--- src/rtl/async_rx_pkg.sv ---
package async_rx_pkg;

  typedef enum logic [2:0] {
    ST_IDLE  = 3'd0,
    ST_START = 3'd1,
    ST_DATA  = 3'd2,
    ST_PAR   = 3'd3,
    ST_STOP1 = 3'd4,
    ST_STOP2 = 3'd5
  } rx_state_e;

  localparam logic [1:0] PAR_NONE = 2'd0;
  localparam logic [1:0] PAR_EVEN = 2'd1;
  localparam logic [1:0] PAR_ODD  = 2'd2;

  function automatic logic par_present(input logic [1:0] mode);
    return (mode == PAR_EVEN) || (mode == PAR_ODD);
  endfunction

  // expected parity bit given XOR reduction of the data
  function automatic logic par_bit_for(input logic [1:0] mode, input logic data_xor);
    return (mode == PAR_ODD) ? ~data_xor : data_xor;
  endfunction

endpackage

--- src/rtl/async_rx_line_sync.sv ---
module async_rx_line_sync #(
  parameter int STAGES = 2
) (
  input  logic clk,
  input  logic rst,
  input  logic tick_en,
  input  logic rxd,
  output logic line_s,
  output logic fall
);
  logic [STAGES-1:0] chain;
  logic              prev_lvl;

  always_ff @(posedge clk) begin
    if (rst) chain <= '1;
    else     chain <= {chain[STAGES-2:0], rxd};
  end

  assign line_s = chain[STAGES-1];

  // level seen at the previous tick; edges are judged tick to tick
  always_ff @(posedge clk) begin
    if (rst)          prev_lvl <= 1'b1;
    else if (tick_en) prev_lvl <= line_s;
  end

  assign fall = tick_en && prev_lvl && !line_s;

  // after an edge the tick-sampled level is low, so two edges cannot abut
  assert_fall_isolated_R2: assert property (@(posedge clk) disable iff (rst)
    fall |=> !fall);

endmodule

--- src/rtl/async_rx_bit_timer.sv ---
module async_rx_bit_timer #(
  parameter int OS_LO = 16,
  parameter int OS_HI = 32
) (
  input  logic clk,
  input  logic rst,
  input  logic tick_en,
  input  logic clr,
  input  logic half_sel,
  input  logic os_hi_sel,
  output logic hit
);
  localparam int CNT_W = $clog2(OS_HI);
  localparam int LIM_W = CNT_W + 1;

  logic [CNT_W-1:0] cnt;
  logic [LIM_W-1:0] full_per;
  logic [LIM_W-1:0] lim;

  always_comb begin
    full_per = os_hi_sel ? LIM_W'(OS_HI) : LIM_W'(OS_LO);
    lim      = (half_sel ? (full_per >> 1) : full_per) - LIM_W'(1);
    hit      = tick_en && !clr && ({1'b0, cnt} == lim);
  end

  always_ff @(posedge clk) begin
    if (rst || clr)   cnt <= '0;
    else if (tick_en) cnt <= hit ? '0 : cnt + CNT_W'(1);
  end

  assert_cnt_in_window_R4: assert property (@(posedge clk) disable iff (rst)
    !clr |-> ({1'b0, cnt} <= lim));

endmodule

--- src/rtl/async_rx_frame_ctrl.sv ---
module async_rx_frame_ctrl
  import async_rx_pkg::*;
#(
  parameter int DATA_BITS = 8
) (
  input  logic                 clk,
  input  logic                 rst,
  input  logic                 tick_en,
  input  logic                 fall,
  input  logic                 line_s,
  input  logic                 hit,
  input  logic                 os_sel,
  input  logic                 two_stop,
  input  logic [1:0]           parity_mode,
  output logic                 timer_clr,
  output logic                 half_sel,
  output logic                 os_hi_q,
  output logic [DATA_BITS-1:0] rx_data,
  output logic                 rx_valid,
  output logic                 frame_err,
  output logic                 parity_err
);
  localparam int BIT_W = (DATA_BITS > 1) ? $clog2(DATA_BITS) : 1;
  localparam logic [BIT_W-1:0] LAST_BIT = BIT_W'(DATA_BITS - 1);

  rx_state_e            state;
  logic [BIT_W-1:0]     bit_idx;
  logic [DATA_BITS-1:0] shreg;
  logic                 par_q;
  logic                 two_q;
  logic [1:0]           mode_q;
  logic                 done_ok;
  logic                 stop_bad;
  logic                 in_stop;

  assign timer_clr = (state == ST_IDLE);
  assign half_sel  = (state == ST_START);

  always_comb begin
    in_stop  = (state == ST_STOP1) || (state == ST_STOP2);
    done_ok  = hit && line_s &&
               ((state == ST_STOP2) || (state == ST_STOP1 && !two_q));
    stop_bad = hit && !line_s && in_stop;
  end

  always_ff @(posedge clk) begin
    if (rst) begin
      state   <= ST_IDLE;
      bit_idx <= '0;
      shreg   <= '0;
      par_q   <= 1'b0;
      two_q   <= 1'b0;
      mode_q  <= PAR_NONE;
      os_hi_q <= 1'b0;
    end else begin
      case (state)
        ST_IDLE: if (fall) begin
          state   <= ST_START;
          os_hi_q <= os_sel;
          two_q   <= two_stop;
          mode_q  <= parity_mode;
        end
        ST_START: if (hit) begin
          if (line_s) state <= ST_IDLE;
          else begin
            state   <= ST_DATA;
            bit_idx <= '0;
          end
        end
        ST_DATA: if (hit) begin
          shreg <= {line_s, shreg[DATA_BITS-1:1]};
          if (bit_idx == LAST_BIT)
            state <= par_present(mode_q) ? ST_PAR : ST_STOP1;
          else
            bit_idx <= bit_idx + BIT_W'(1);
        end
        ST_PAR: if (hit) begin
          par_q <= line_s;
          state <= ST_STOP1;
        end
        ST_STOP1: if (hit) begin
          if (!line_s || !two_q) state <= ST_IDLE;
          else                   state <= ST_STOP2;
        end
        ST_STOP2: if (hit) state <= ST_IDLE;
        default: state <= ST_IDLE;
      endcase
    end
  end

  // registered result strobes
  always_ff @(posedge clk) begin
    if (rst) begin
      rx_data    <= '0;
      rx_valid   <= 1'b0;
      frame_err  <= 1'b0;
      parity_err <= 1'b0;
    end else begin
      rx_valid   <= done_ok;
      frame_err  <= stop_bad;
      parity_err <= done_ok && par_present(mode_q) &&
                    (par_q != par_bit_for(mode_q, ^shreg));
      if (done_ok) rx_data <= shreg;
    end
  end

  assert_perr_with_valid_R8: assert property (@(posedge clk) disable iff (rst)
    parity_err |-> rx_valid);

  assert_valid_ferr_exclusive_R6: assert property (@(posedge clk) disable iff (rst)
    !(rx_valid && frame_err));

  assert_valid_single_R3: assert property (@(posedge clk) disable iff (rst)
    rx_valid |=> !rx_valid);

  assert_glitch_silent_R2: assert property (@(posedge clk) disable iff (rst)
    (state == ST_START && hit && line_s) |=> (!rx_valid && !frame_err && state == ST_IDLE));

  assert_hold_without_tick_R10: assert property (@(posedge clk) disable iff (rst)
    !tick_en |=> $stable(state));

endmodule

--- src/rtl/async_serial_rx.sv ---
module async_serial_rx #(
  parameter int OS_LO       = 16,
  parameter int OS_HI       = 32,
  parameter int DATA_BITS   = 8,
  parameter int SYNC_STAGES = 2
) (
  input  logic                 clk,
  input  logic                 rst,
  input  logic                 tick_en,
  input  logic                 os_sel,
  input  logic                 two_stop,
  input  logic [1:0]           parity_mode,
  input  logic                 rxd,
  output logic [DATA_BITS-1:0] rx_data,
  output logic                 rx_valid,
  output logic                 frame_err,
  output logic                 parity_err
);
  logic line_s;
  logic fall;
  logic hit;
  logic timer_clr;
  logic half_sel;
  logic os_hi_q;

  async_rx_line_sync #(.STAGES(SYNC_STAGES)) u_sync (
    .clk     (clk),
    .rst     (rst),
    .tick_en (tick_en),
    .rxd     (rxd),
    .line_s  (line_s),
    .fall    (fall)
  );

  async_rx_bit_timer #(.OS_LO(OS_LO), .OS_HI(OS_HI)) u_timer (
    .clk       (clk),
    .rst       (rst),
    .tick_en   (tick_en),
    .clr       (timer_clr),
    .half_sel  (half_sel),
    .os_hi_sel (os_hi_q),
    .hit       (hit)
  );

  async_rx_frame_ctrl #(.DATA_BITS(DATA_BITS)) u_ctrl (
    .clk         (clk),
    .rst         (rst),
    .tick_en     (tick_en),
    .fall        (fall),
    .line_s      (line_s),
    .hit         (hit),
    .os_sel      (os_sel),
    .two_stop    (two_stop),
    .parity_mode (parity_mode),
    .timer_clr   (timer_clr),
    .half_sel    (half_sel),
    .os_hi_q     (os_hi_q),
    .rx_data     (rx_data),
    .rx_valid    (rx_valid),
    .frame_err   (frame_err),
    .parity_err  (parity_err)
  );

endmodule

--- config.mk ---
export PLATFORM = sky130hd
export DESIGN_NAME = async_serial_rx
export DESIGN_NICKNAME = d
export VERILOG_FILES = /design/src/rtl/async_rx_pkg.sv /design/src/rtl/async_rx_line_sync.sv /design/src/rtl/async_rx_bit_timer.sv /design/src/rtl/async_rx_frame_ctrl.sv /design/src/rtl/async_serial_rx.sv
export SDC_FILE = /design/constraint.sdc
export NUM_CORES = 1
export LEC_CHECK = 0
export BUFFER_PORTS_ARGS = -buffer_cell sky130_fd_sc_hd__buf_2
export CAP_MARGIN = 20
export CORE_AREA = 4 4 62 76
export CTS_CLUSTER_DIAMETER = 60
export CTS_CLUSTER_SIZE = 24
export DETAILED_ROUTE_END_ITERATION = 6
export DIE_AREA = 0 0 66 80
export HOLD_SLACK_MARGIN = 0.12
export PLACE_DENSITY_LB_ADDON = 0.1
export SLEW_MARGIN = 40
export SYNTH_ARGS = -nofsm -noshare
export SYNTH_HDL_FRONTEND = slang
export SYNTH_SLANG_ARGS = --single-unit
--- constraint.sdc ---
create_clock -name clk -period 1.6 [get_ports clk]
set_input_delay 0 -clock clk [delete_from_list [all_inputs] [get_ports clk]]
set_output_delay 0 -clock clk [all_outputs]
set_load 0.01 [all_outputs]
==> impl_metrics.py, run 1 <==
metrics = {
    "die": {
        "dieArea_um2": 5280,
        "die_h_um": 80,
        "die_x_um": 66,
        "start_util_pct": 44.4,
        "ios": 19,
        "rows": 25,
        "core_um2": 3910,
    },
    "place": {
        "dpl.hpwl_um": 2600,
        "routabilityCongestion": 0.875,
        "pre_cts_ws_ns": -0.139,
        "numPortBuffers": 18,
    },
    "sta": {
        "hold_viol": 0,
        "rsz0062_at_grt": "true",
        "period_minus_slack_ns": 1.71,
        "slew_violations": 0,
        "min_period_over_period_pct": 107,
        "relSlewSlack_pct": 69.3,
        "max_freq_ghz": 0.586,
        "clock_skew_ns": 0.00334,
        "worst_slew_pin_slew_ns": 0.458,
        "hold_ws_ns": 0.416,
        "finalSetupViolCount": 24,
        "fin_tns_setup_ns": -1.14,
        "fin_ws_ns": -0.106,
    },
    "cells_and_area": {
        "layout.nets": 234,
        "final_common_cell": "dfxtp_1",
        "final_layout_size_suffix_gt1_share_pct": 35.4,
        "antenna_cells": 0,
        "synthToLayoutAreaGrowth_pct": 36.0,
        "regArea_um2": 768,
        "fillers": 353,
        "final_cell_mix": "34 x dfxtp_1, 30 x nor2_1, 23 x mux2i_1, 21 x buf_4, 18 x buf_2",
        "final_util_pct": 60.4,
        "multi_input_area_um2": 978,
    },
    "power": {
        "netSwitchingPower_uw": 400,
        "power_density_nw_per_um2": 859,
        "p_seq_share_pct": 47.1,
        "pwr-share-clk_pct": 47.4,
        "p_leak_uw": 0.00112,
        "p_int_uw": 1630,
        "swShare_pct": 19.7,
        "comb_power_share_pct": 5.5,
        "peakVddDrop_uv": 700,
    },
    "detailed_routing": {
        "routed_wl_um": 3940,
        "final_antenna_net_count": 0,
        "vias": 1411,
        "wire_per_inst_um": 14.2,
        "drt_iter0_drc": 111,
        "dr.pass1.iters": 4,
        "vias_per_cell": 5.09,
        "drc": 0,
    },
    "global_route": {
        "grt_pass1_wl_um": 6320,
        "antenna_found_initial": 0,
        "grt_start_max_net_pins": 16,
        "grt_pass1_vias": 1383,
        "grt_usage_pct": 15.8,
        "grt-ovfl-total": 0,
    },
    "clock_tree": {
        "cts_root_buf": "clkbuf_8",
        "clk_path_buf_depth": 2,
        "path_clk_slew_ns": 0.08,
        "cts_tree": "built",
        "cts_made_buffers": 5,
        "clk_latency_ns": 0.28,
        "htreeDepth": 2,
        "clock_sinks": 38,
    },
    "logic_synthesis": {
        "synth-main-ff-cell": "dfxtp_1",
        "syn_nets": 186,
        "synthCells": 174,
        "synth_edf_count": 0,
        "synthArstFlopShare_pct": 0,
        "yosysWarnings": 0,
        "syn_avg_cell_area_um2": 9.98,
        "yosysUniqueCellTypes": 43,
        "syn_area_um2": 1740,
        "ys_ff_latch": 38,
        "ys_seq_area_share_pct": 43.8,
    },
    "worst_setup_path": {
        "rr_startpoint": "u_timer.cnt[3]",
        "critPathLaunchType": "flop",
        "arrival_ns": 1.88,
        "cp-startpoint": "u_timer.cnt[3]",
        "critPathCaptureType": "flop",
        "crit_fanout": 5,
        "critPathRequiredTime_ns": 1.78,
        "path_class": "flop to flop",
        "r2r_slack_ns": -0.11,
    },
    "job": {
        "cap_violations": 0,
    },
    "status": {
        "status": "finished, violations left",
        "violations": "setup timing",
    },
    "min_path": {
        "worstHoldPathType": "flop to flop",
        "hp-start": "u_sync.chain[0]",
    },
}
-- layout make-up --
| type | count | share of cell area (%) |
|---|---|---|
| Clock buffer | 5 | 2.91 |
| Clock inverter | 3 | 2.91 |
| Inverter | 8 | 1.27 |
| Multi-Input combinational cell | 119 | 41.4 |
| Sequential cell | 38 | 32.5 |
| Tap cell | 54 | 2.86 |
| Timing Repair Buffer | 50 | 16.1 |
-- cells in the mapped netlist (3+ instances only) --
master	n	area, µm²
a21oi_1	4	20.0
buf_2	3	15.0
clkbuf_1	4	15.0
dfxtp_1	38	761
ha_1	4	50.1
inv_1	8	30.0
mux2i_1	23	230
nand2_1	3	11.3
nor2_1	30	113
nor4_1	4	25.0
or2_2	4	25.0
xnor2_1	8	70.1
xor2_1	5	43.8
-- final timing paths --
kind	end	depth (start not counted)
worst max-delay path	u_ctrl.state[1]	6
worst min-delay path	u_sync.chain[1]	1
worst max register to register	u_ctrl.state[1]	6
worst min register to register	u_sync.chain[1]	1
-- power groups by stage --
stage	clock network, µW	logic [µW]	registers, µW
final	961	112	955
after global routing	1030	122	956
after CTS	986	107	957
after detailed placement	0	88.0	979
after global placement	0	86.0	979
after floorplan	0	58.2	979
-- critical path: stages (launching register included) --
cell and delay [ns]:
dfxtp_4 0.38, or3b_4 0.40, a2bb2oi_4 0.22, buf_4 0.16, o211ai_4 0.08, and2_4 0.16, o41ai_2 0.21
-- per-stage QoR --
stage	total power, µW	cell area (µm²)	instances
global placement	1070	2030	257
CTS	2050	2280	276
detailed placement	1070	2030	257
finish	2030	2360	277
global route	2110	2360	277
floorplan	1040	1750	174
-- state kept, by name (all words and copies together) (netlist names) --
name and cells:
u_ctrl.rx_data 8, u_ctrl.shreg 8, u_timer.cnt 5, u_ctrl.bit_idx 3
u_ctrl.state 3, u_ctrl.mode_q 2, u_sync.chain 2, u_ctrl.frame_err 1
u_ctrl.os_hi_q 1, u_ctrl.par_q 1, u_ctrl.parity_err 1, u_ctrl.rx_valid 1
u_ctrl.two_q 1, u_sync.prev_lvl 1
-- kinds of logic (layout without fill, tap and decap cells) --
group	Yosys count	in the layout	synth area share (%)
muxes	23	23	13.3
DFF	38	38	43.8
xor gates and xnor gates	13	13	6.56
and+or+nand+nor	56	56	17.0
adders and majority gates	4	4	2.88
buffers and inverters	17	66	4.18
AOI/OAI and AO/OA	23	23	12.3
-- routing by layer --
| metal | global-route usage, % | part of all wire (%) |
|---|---|---|
| met1 | 17.8 | 40 |
| met2 | 27.5 | 53 |
| met3 | 4.08 | 5.4 |
| met4 | 7.11 | 1.2 |
| met5 | 0 | 0 |
-- what timing repair did --
action	CTS	global route
setup buffers	3	1
endpoints found under the hold margin	15	0
pin swaps	8	7
cloned	0	0
hold buffers	8	0
gates resized for setup	5	15
endpoints found under the setup margin	25	30
Note: power is estimated with default switching activity, not from simulation.
==> inputs of run 2 (changes only) <==
Settings changed: CORE_AREA 4 4 62 76 to 4 4 86 56, DIE_AREA 0 0 66 80 to 0 0 90 60.
==> impl_metrics.py, run 2 (synthesized netlist as in run 1, its figures left out) <==
metrics = {
    "status": {
        "status": "finished, violations left",
        "violations": "setup timing",
    },
    "power": {
        "swShare_pct": 21.0,
        "p_int_uw": 1470,
        "power_uw": 1860,
        "netSwitchingPower_uw": 390,
        "peakVddDrop_uv": 473,
        "p_seq_share_pct": 51.4,
        "power_density_nw_per_um2": 800,
        "comb_power_share_pct": 6.0,
        "pwr-share-clk_pct": 42.6,
        "p_leak_uw": 0.00113,
    },
    "cells_and_area": {
        "final_common_cell": "dfxtp_1",
        "synthToLayoutAreaGrowth_pct": 34.0,
        "antenna_cells": 0,
        "top_regs": "u_ctrl.rx_data (8), u_ctrl.shreg (8), u_timer.cnt (5)",
        "final_layout_size_suffix_gt1_share_pct": 33.3,
        "layout.nets": 239,
        "final_cells": 278,
        "final_cell_mix": "37 x dfxtp_1, 30 x nor2_1, 27 x buf_4, 23 x mux2i_1, 18 x buf_2",
    },
    "clock_tree": {
        "htreeDepth": 2,
        "clk_latency_ns": 0.28,
        "cts_made_buffers": 5,
        "cts_root_buf": "clkbuf_8",
        "clock_sinks": 38,
        "clk_path_buf_depth": 2,
        "cts_tree": "built",
        "path_clk_slew_ns": 0.07,
    },
    "sta": {
        "finalSetupViolCount": 25,
        "hold_viol": 0,
        "fin_ws_ns": -0.0905,
        "min_period_over_period_pct": 106,
        "slew_violations": 0,
        "relSlewSlack_pct": 77.9,
        "rsz0062_at_grt": "true",
        "clock_skew_ns": 0.00480,
        "max_freq_ghz": 0.592,
        "period_minus_slack_ns": 1.69,
        "worst_slew_pin_slew_ns": 0.330,
    },
    "worst_setup_path": {
        "cp-startpoint": "u_timer.cnt[3]",
        "path_class": "flop to flop",
        "r2r_slack_ns": -0.09,
        "crit_fanout": 6,
        "critPathCaptureType": "flop",
        "critPathLaunchType": "flop",
        "rr_startpoint": "u_timer.cnt[3]",
        "arrival_ns": 1.87,
        "critPathRequiredTime_ns": 1.78,
    },
    "global_route": {
        "grt_pass1_wl_um": 6780,
        "grt_pass1_vias": 1405,
        "grt_start_max_net_pins": 21,
        "grt_usage_pct": 16.1,
        "grt-ovfl-total": 0,
        "antenna_found_initial": 0,
    },
    "detailed_routing": {
        "drt_iter0_drc": 79,
        "routed_wl_um": 3970,
        "dr.pass1.iters": 4,
        "vias_per_cell": 5.04,
        "final_antenna_net_count": 0,
        "drc": 0,
        "vias": 1400,
        "wire_per_inst_um": 14.3,
    },
    "die": {
        "die_h_um": 60,
        "rows": 18,
        "die_x_um": 90,
        "start_util_pct": 43.6,
        "core_um2": 3990,
        "dieArea_um2": 5400,
        "ios": 19,
    },
    "place": {
        "numPortBuffers": 18,
        "dpl.hpwl_um": 2900,
        "pre_cts_ws_ns": -0.273,
        "post-place-cells": 258,
        "routabilityCongestion": 0.834,
    },
    "min_path": {
        "worstHoldPathType": "flop to flop",
        "hp-start": "u_sync.chain[0]",
    },
    "job": {
        "cap_violations": 0,
    },
}
-- run 2: cell count changes in the layout (fill, tap and decap cells not counted), sizes merged --
cell         previous run  this run
clkbuf                  5         7
buf                    42        48
bufinv                  2         1
clkinv                  1         0
dlygate4sd3             8         7
-- run 2: through the flow --
stage	hold slack (ns)	util, %	TNS, ns	instance area (µm²)
final	0.415	58.4	-0.945	2330
after global routing	0.431	58.4	-3.66	2330
after CTS	0.417	57.3	-1.02	2290
after detailed placement	0.186	51.5	-2.24	2050
after global placement	0.184	51.5	-1.27	2050
after floorplan	0.101	-	-1.10	1750
-- run 2: power groups by stage --
stage	registers (µW)	logic, µW	clock network [µW]
floorplan	979	58.2	0
global placement	980	87.8	0
detailed placement	980	90.3	0
CTS	958	108	817
global route	957	121	849
finish	957	111	794
-- run 2: worst paths after layout --
check                           cells past startpoint                 to
worst max-delay path                                5  u_ctrl.bit_idx[2]
worst min register to register                      1    u_sync.chain[1]
worst min-delay path                                1    u_sync.chain[1]
worst max register to register                      5  u_ctrl.bit_idx[2]
-- run 2: critical path: stages, from the launching register on --
cell,delay (ns)
dfxtp_4,0.37
or3b_4,0.39
a2bb2oi_4,0.24
o21ai_2,0.11
o31a_1,0.28
a32o_1,0.21
-- run 2: layer usage --
metal / part of all wire, % / wire [µm] / track usage (%) / vias to the layer above
li1: - / - / - / 713
met1: 52 / 2070 / 22.3 / 654
met2: 43 / 1690 / 24.1 / 31
met3: 4.9 / 194 / 5.03 / 2
met4: 0.43 / 17 / 5.01 / 0
met5: 0 / 0 / 0 / -
-- run 2: area by class of cell --
type | instances | area, µm²
Clock buffer | 7 | 76.3
Clock inverter | 1 | 30.0
Fill cell | 355 | 1660
Inverter | 8 | 30.0
Multi-Input combinational cell | 119 | 958
Sequential cell | 38 | 764
Tap cell | 50 | 62.6
Timing Repair Buffer | 55 | 405
-- run 2: timing repair --
action | in CTS | in global routing
hold buffers | 7 | 0
pin swaps | 7 | 8
gates resized for setup | 7 | 5
buffers inserted | 3 | 2
endpoints found under the hold margin | 13 | 0
setup endpoints to repair | 26 | 31
cloned | 0 | 0
==> inputs of run 3 (changes only) <==
Settings changed: REMOVE_ABC_BUFFERS set to 1.
==> impl_metrics.py, run 3 (synthesized netlist as in run 1, its figures left out) <==
metrics = {
    "place": {
        "numPortBuffers": 18,
        "routabilityCongestion": 0.864,
        "post-place-cells": 254,
        "dpl.hpwl_um": 2760,
        "placed_area_um2": 2020,
    },
    "global_route": {
        "grt_start_max_net_pins": 18,
        "grt_pass1_vias": 1366,
        "antenna_found_initial": 0,
        "grt_pass1_wl_um": 6290,
        "grt_usage_pct": 14.9,
        "grt-ovfl-total": 0,
    },
    "worst_setup_path": {
        "critPathLaunchType": "flop",
        "path_class": "flop to flop",
        "crit_fanout": 5,
        "critPathCaptureType": "flop",
        "critPathRequiredTime_ns": 1.79,
        "arrival_ns": 1.86,
    },
    "status": {
        "violations": "setup timing",
        "status": "finished, violations left",
    },
    "sta": {
        "fin_ws_ns": -0.0699,
        "min_period_over_period_pct": 104,
        "clock_skew_ns": 0.00714,
        "max_freq_ghz": 0.599,
        "finalSetupViolCount": 23,
        "period_minus_slack_ns": 1.67,
        "relSlewSlack_pct": 76.9,
        "rsz0062_at_grt": "true",
        "slew_violations": 0,
        "hold_ws_ns": 0.408,
        "hold_viol": 0,
        "worst_slew_pin_slew_ns": 0.346,
    },
    "detailed_routing": {
        "final_antenna_net_count": 0,
        "wire_per_inst_um": 13.8,
        "vias_per_cell": 4.99,
        "dr.pass1.iters": 4,
        "routed_wl_um": 3740,
        "drc": 0,
        "drt_iter0_drc": 61,
        "vias": 1351,
    },
    "clock_tree": {
        "clk_latency_ns": 0.28,
        "clk_path_buf_depth": 2,
        "cts_root_buf": "clkbuf_8",
        "clock_sinks": 38,
        "htreeDepth": 2,
        "cts_made_buffers": 5,
        "cts_tree": "built",
        "path_clk_slew_ns": 0.08,
    },
    "cells_and_area": {
        "fillers": 345,
        "fin_area_um2": 2300,
        "synthToLayoutAreaGrowth_pct": 32.3,
        "final_cells": 271,
        "regArea_um2": 764,
        "top_regs": "u_ctrl.rx_data (8), u_ctrl.shreg (8), u_timer.cnt (5)",
        "final_common_cell": "dfxtp_1",
        "layout.nets": 232,
        "final_layout_size_suffix_gt1_share_pct": 33.0,
        "multi_input_area_um2": 946,
        "antenna_cells": 0,
        "final_cell_mix": "35 x dfxtp_1, 29 x nor2_1, 22 x mux2i_1, 20 x buf_4, 18 x buf_2",
    },
    "job": {
        "cap_violations": 0,
    },
    "power": {
        "comb_power_share_pct": 5.1,
        "peakVddDrop_uv": 402,
        "swShare_pct": 18.9,
        "p_leak_uw": 0.00110,
        "pwr-share-clk_pct": 48.5,
        "p_int_uw": 1670,
        "power_density_nw_per_um2": 896,
        "netSwitchingPower_uw": 390,
        "power_uw": 2060,
        "p_seq_share_pct": 46.5,
    },
    "die": {
        "rows": 18,
        "core_um2": 3990,
        "ios": 19,
        "die_x_um": 90,
        "dieArea_um2": 5400,
        "die_h_um": 60,
        "start_util_pct": 43.6,
    },
    "min_path": {
        "worstHoldPathType": "flop to flop",
    },
}
## run 3: area by class of cell
cell class	count	share of cell area, %
clock buffers	6	3.59
clock inverters	2	2.61
flip-flops and latches	38	33.3
repair buffers	48	15.4
multi-input cells	119	41.2
well taps	50	2.72
inverters	8	1.31
## run 3: critical path, cell delays in order (launching register included)
cell and delay [ns]:
dfxtp_2 0.35, or3b_4 0.39, a2bb2oi_4 0.23, o211ai_2 0.13
and2_4 0.19, o41ai_2 0.28
## run 3: path summary, 6_finish.rpt
| kind | end | slack, ns | from | cells after the start |
|---|---|---|---|---|
| setup / recovery | u_ctrl.state[0] | -0.07 | u_ctrl.os_hi_q | 5 |
| hold / removal | u_sync.chain[1] | 0.41 | u_sync.chain[0] | 1 |
| setup reg to reg | u_ctrl.state[0] | -0.07 | u_ctrl.os_hi_q | 5 |
| hold reg to reg | u_sync.chain[1] | 0.41 | u_sync.chain[0] | 1 |
## run 3: power by group through the flow
stage | combinational (µW) | sequential (µW) | clock [µW]
2_1_floorplan | 40.1 | 982 | 0
3_3_place_gp | 86.5 | 979 | 0
3_5_place_dp | 87.9 | 980 | 0
4_1_cts | 102 | 957 | 1020
5_1_grt | 115 | 958 | 1060
6_report | 104 | 957 | 998
## run 3: metrics by stage
step / setup WS, ns / util (%) / setup TNS [ns]
3_3_place_gp: -0.101 / 50.6 / -1.24
3_5_place_dp: -0.161 / 50.6 / -1.93
6_report: -0.0699 / 57.7 / -0.739
5_1_grt: -0.134 / 57.7 / -2.33
2_1_floorplan: -0.335 / - / -4.80
4_1_cts: -0.0680 / 57.1 / -0.839
## run 3: layer usage
| metal | part of all wire, % | vias to the layer above | track usage [%] |
|---|---|---|---|
| met2 | 43 | 33 | 24.1 |
| met3 | 5.2 | 2 | 4.40 |
| li1 | - | 699 | - |
| met5 | 0 | - | 0 |
| met1 | 51 | 617 | 19.9 |
| met4 | 0.21 | 0 | 3.92 |
## run 3: repair_timing
item                                   CTS  global route
gates cloned                             0             0
setup buffers                            2             0
setup endpoints to repair               25            31
pin swaps                                4             3
endpoints found under the hold margin   10             0
resized for setup                        9             6
hold buffers                             7             0
